===== src/rtl/hilo_move_exec.sv =====
module hilo_move_exec #(
  parameter int XLEN = 32,
  parameter int AW   = 5
) (
  input  logic            rst,
  input  logic [5:0]      op,
  input  logic [XLEN-1:0] rs_val,
  input  logic [XLEN-1:0] rt_val,
  input  logic [AW-1:0]   dst_in,
  input  logic            wen_in,
  input  logic [XLEN-1:0] hi_q,
  input  logic [XLEN-1:0] lo_q,
  input  logic            mem_hl_we,
  input  logic [XLEN-1:0] mem_hi,
  input  logic [XLEN-1:0] mem_lo,
  input  logic            wb_hl_we,
  input  logic [XLEN-1:0] wb_hi,
  input  logic [XLEN-1:0] wb_lo,
  output logic            gpr_we,
  output logic [AW-1:0]   gpr_addr,
  output logic [XLEN-1:0] gpr_data,
  output logic            hl_we,
  output logic [XLEN-1:0] hl_hi,
  output logic [XLEN-1:0] hl_lo
);
  localparam logic [5:0] F_MOVZ = 6'h0A;
  localparam logic [5:0] F_MOVN = 6'h0B;
  localparam logic [5:0] F_MFHI = 6'h10;
  localparam logic [5:0] F_MTHI = 6'h11;
  localparam logic [5:0] F_MFLO = 6'h12;
  localparam logic [5:0] F_MTLO = 6'h13;

  wire [XLEN-1:0] hi_fwd  = mem_hl_we ? mem_hi : (wb_hl_we ? wb_hi : hi_q);
  wire [XLEN-1:0] lo_fwd  = mem_hl_we ? mem_lo : (wb_hl_we ? wb_lo : lo_q);
  wire            rt_zero = (rt_val == '0);

  always_comb begin
    gpr_we   = 1'b0;
    gpr_addr = '0;
    gpr_data = '0;
    hl_we    = 1'b0;
    hl_hi    = '0;
    hl_lo    = '0;
    if (!rst) begin
      unique case (op)
        F_MOVZ: begin
          gpr_we   = rt_zero;
          gpr_addr = dst_in;
          gpr_data = rs_val;
        end
        F_MOVN: begin
          gpr_we   = !rt_zero;
          gpr_addr = dst_in;
          gpr_data = rs_val;
        end
        F_MFHI: begin
          gpr_we   = 1'b1;
          gpr_addr = dst_in;
          gpr_data = hi_fwd;
        end
        F_MFLO: begin
          gpr_we   = 1'b1;
          gpr_addr = dst_in;
          gpr_data = lo_fwd;
        end
        F_MTHI: begin
          hl_we = 1'b1;
          hl_hi = rs_val;
          hl_lo = lo_fwd;
        end
        F_MTLO: begin
          hl_we = 1'b1;
          hl_hi = hi_fwd;
          hl_lo = rs_val;
        end
        default: begin
          gpr_we   = wen_in;
          gpr_addr = dst_in;
        end
      endcase
    end
  end

  always_comb begin
    if (rst) begin
      assert_rst_quiet_R1: assert (!gpr_we && !hl_we && gpr_addr == '0 && gpr_data == '0
                                   && hl_hi == '0 && hl_lo == '0);
    end else begin
      if (op == F_MOVZ)
        assert_movz_gate_R2: assert (gpr_we == (rt_val == '0) && !hl_we);
      if (op == F_MOVN)
        assert_movn_gate_R3: assert (gpr_we == (rt_val != '0) && !hl_we);
      if (op == F_MTHI)
        assert_mthi_nogpr_R6: assert (!gpr_we && gpr_addr == '0 && hl_we && hl_hi == rs_val);
      if (op == F_MTLO)
        assert_mtlo_nogpr_R7: assert (!gpr_we && gpr_addr == '0 && hl_we && hl_lo == rs_val);
      if (op == F_MFHI && mem_hl_we)
        assert_fwd_mem_first_R8: assert (gpr_data == mem_hi);
      if (op == F_MFLO && !mem_hl_we && wb_hl_we)
        assert_fwd_wb_second_R8: assert (gpr_data == wb_lo);
      if (!(op inside {F_MOVZ, F_MOVN, F_MFHI, F_MTHI, F_MFLO, F_MTLO}))
        assert_other_pass_R9: assert (!hl_we && gpr_we == wen_in && gpr_addr == dst_in);
    end
  end
endmodule


===== config.mk =====
export PLATFORM = sky130hd
export DESIGN_NAME = hilo_move_exec
export DESIGN_NICKNAME = d
export VERILOG_FILES = /design/src/rtl/hilo_move_exec.sv
export SDC_FILE = /design/constraint.sdc
export NUM_CORES = 1
export LEC_CHECK = 0
export BUFFER_PORTS_ARGS = -buffer_cell sky130_fd_sc_hd__buf_2
export CAP_MARGIN = 20
export CORE_AREA = 4 4 145 147
export DETAILED_ROUTE_END_ITERATION = 10
export DIE_AREA = 0 0 149 151
export SYNTH_ARGS = -nofsm -noshare
export SYNTH_HDL_FRONTEND = slang
export SYNTH_SLANG_ARGS = --single-unit

===== constraint.sdc =====
create_clock -name vclk -period 2
set_input_delay 0.3 -clock vclk [all_inputs]
set_output_delay 0.3 -clock vclk [all_outputs]
set_load 0.005 [all_outputs]

# Word level (Yosys, flattened, before mapping)
# Cells that the tools add are included.
[op_classes]
n_addsub = 0
n_mul = 0
div = 0
n_lt_le_gt_ge = 0
n_eq_ne = 6
shift = 0
n_mux = 16
bitwise = 0
reduce_logical = 5
[op_table]
columns = ["cell", "n"]
rows = [
  ["$mux 32", 7],
  ["$pmux 32 s2", 2],
  ["$pmux 32 s3", 1],
  ["$logic_not 32->1", 1],
  ["$eq 6x5->1 const B", 4],
  ["$eq 6x4->1 const B", 2],
  ["$mux 5", 2],
  ["$reduce_or 2->1", 3],
  ["$pmux 1 s4", 1],
  ["$mux 1", 3],
  ["$logic_not 1->1", 1],
]
[word_totals]
reg_bits = 0
latchBits = 0
ramBits = 0
mem_bits_ro = 0
output_inout_bits = 103
word_cells = 27
n_memories = 0

# Longest topological paths before layout
[logic_depth]
word_depth = 4
depth_mapped = 7

# Worst setup path after synthesis
# Ideal clock, no wire load.
[synth_timing]
path_type = "input to output"
from = "in op[5]"
to = "out gpr_data[10]"
arrival_ns = 1.582
path_slack_ns = 0.118
stages = 5
n_path_buf = 1
cell_sequence = "or4b_4 > nor3b_4 > buf_6 > a22oi_1 > a21oi_1"
[synth_via]
elab_chain_cells = 4
[synth_rtl]
columns = ["element", "line", "text"]
rows = [
  ["from (decl)", "6", "input logic [5:0] op,"],
  ["$eq 6x4->1", "45", "unique case (op)"],
  ["$reduce_or 2->1 (no line)", "-", ""],
  ["$pmux 32 s3 (*)", "45", ""],
  ["$mux 32 (*)", "44", "if (!rst) begin"],
  ["to (decl)", "21", "output logic [XLEN-1:0] gpr_data,"],
]
# Every way passes the cells marked *; elsewhere a longest branch is shown, timed or not.

# Worst setup path after layout
[layout_timing]
from = "in op[2]"
to = "out gpr_data[13]"
# The elaborated chain is that of the path after synthesis.

==> out/results.txt <==
Area growth, synth to finish: 107%
RSZ-0062 raised after global routing: yes
Rows: 52
Post-Syn Instances: 498
GR Overflow Total: 0
Final period utilization: 1.10
Slowest cell on the critical path: or4b_4
Share of cells above drive strength 1: 0.604
Sequential cells: 0
Core box area: 0.0199 mm2
Nets: 1170
First-pass iteration count of the detailed router: 5
DR iter-0 viols: 263
Critical path's most frequent cell: buf_12
Hold Path Sink: gpr_addr[3]
Setup ws final: -202 ps
DR WL/cell: 16.6 um
First-pass GRT wire length: 25800 um
Placed cells: 1147
Vias in the first global route: 4931
Min-Delay Path Depth: 3
Die area: 0.0225 mm2
GRT met1 Usage: 0.172
Met2 Usage GRT: 0.258
Post-synthesis cell type count: 28
Placed inst area: 0.00568 mm2
Normalized max-slew margin: 0.620
Worst path cell trace: buf_6 -> or4b_4 -> nor3b_4 -> buf_12 -> buf_12 -> a22oi_2 -> a21oi_1 -> buf_2
Detailed placement HPWL: 15100 um
HP Start: dst_in[3]
Minimum clock period after layout: 2200 ps
Largest net degree at the start of global routing: 35
Synth warn: 0
Die height: 151 um
CP endpoint kind: primary output
Post-route DRC: 0
Initial antenna violation count: 0
Most frequent cells in the layout: buf_2 (359), mux2i_1 (128), nand2_1 (97), o21ai_0 (62), buf_4 (47)
Via density: 4.58
Startpoint types: primary input
M3 GR Usage: 0.0165
Max-cap violation count: 0
RePlAce Congestion: 0.867
Worst-margin pin slew: 570 ps
Max Freq: 454 MHz
Status: finished, violations left
Fill cell count: 2112
Post-synthesis instance area: 0.00316 mm2
Power per Cell Area: 149 mW/mm2
Finished Core Util: 0.328
Seq/Total Area, Yosys: 0
CP max stage delay: 570 ps
Boundary pin count: 374
Failing checks: negative setup slack
Max VDD drop: 0.0564 mV
Final wirelength: 19400 um
# diodes: 0
Final Instance Count excl. Fillers: 1167
Total track usage: 0.139
Avg Cell Area, Syn: 6.35 um2
Crit path kind: in -> out
Crit Path Max Fanout: 8
Worst path required time: 1700 ps
CP top delay family: simple AND/OR/NAND/NOR gates
Grt peak-use layer: met2
CP arrival: 1900 ps
Max Slew Vio Count: 0
Hold WC Path Type: in -> out
Initial Util: 0.159
Final Hold Fails: 0
Hold Buf Count CTS: 0
Leak: 3.35 nW
Die X: 149 um
Routed Antenna Nets: 0
Reg area: 0 um2
Finished layout cell area: 0.00653 mm2
Port Buffers: 374
CLK BUF: 0
CP bufs+invs: 4
Syn_nets: 769
Routed via count: 5345
Commonest non-fill, non-tap cell in the layout: buf_2
Final setup viols: 46
-- worst max path at each step --
stage,startpoint,endpoint,slack [ps],cells past startpoint
final,op[2],gpr_data[13],-200,8
after detailed placement,op[5],gpr_data[10],-250,8
after global routing,op[2],gpr_data[15],-280,8
after global placement,op[5],gpr_data[10],-230,8
after CTS,op[3],gpr_data[17],-220,8
after floorplan,op[5],gpr_data[10],120,5
-- area by class of cell --
| type | count | area [um2] | area share |
|---|---|---|---|
| Inverter | 3 | 11.3 | 0.00172 |
| Multi-Input combinational cell | 447 | 3360 | 0.515 |
| Tap cell | 270 | 338 | 0.0517 |
| Timing Repair Buffer | 447 | 2820 | 0.431 |
-- report_power, final --
part / total (mW) / internal (mW) / switching (mW)
clock: 0 / 0 / 0
sequential: 0 / 0 / 0
combinational: 0.974 / 0.479 / 0.495
total: 0.974 / 0.479 / 0.495
-- routing by layer --
layer / share of wire / vias to the layer above
met5: 0 / -
met4: 0.030 / 0
met3: 0.077 / 37
met2: 0.50 / 282
met1: 0.39 / 2440
li1: - / 2586
-- per-stage QoR --
step / total power [mW] / setup TNS, ps / hold WS (ps) / setup WS (ps)
floorplan: 0.401 / 0 / 696 / 118
global placement: 0.845 / -6180 / 870 / -229
detailed placement: 0.854 / -6670 / 873 / -245
CTS: 0.875 / -5770 / 873 / -221
global route: 1.06 / -12340 / 879 / -284
finish: 0.974 / -5290 / 871 / -202
-- repair_timing --
item                                    4_1_cts  5_1_grt
setup buffers                                 3       11
cloned                                        0        8
resized for setup                            30      119
endpoints found under the setup margin       38       97
pin swaps                                    33       47
-- kinds of logic after synthesis --
| logic type | after synthesis | share of synthesized area |
|---|---|---|
| muxes | 128 | 0.405 |
| buffers and inverters | 51 | 0.0918 |
| AOI/OAI and AO/OA | 134 | 0.255 |
| and+or+nand+nor | 185 | 0.248 |
-- cell usage after synthesis, drive strengths merged (2+ instances only) --
| cell type | instances | area, um2 |
|---|---|---|
| and2 | 6 | 37.5 |
| nand2 | 97 | 364 |
| o21ai | 66 | 330 |
| mux2i | 128 | 1280 |
| nand4 | 2 | 12.5 |
| inv | 3 | 11.3 |
| a21oi | 33 | 210 |
| nor2 | 66 | 248 |
| buf | 31 | 183 |
| nor4b | 2 | 17.5 |
| a22oi | 32 | 240 |
| clkbuf | 13 | 48.8 |
| nor4 | 8 | 50.1 |
| clkdlybuf4s50 | 2 | 22.5 |
Power figures use the tool's default switching activity.
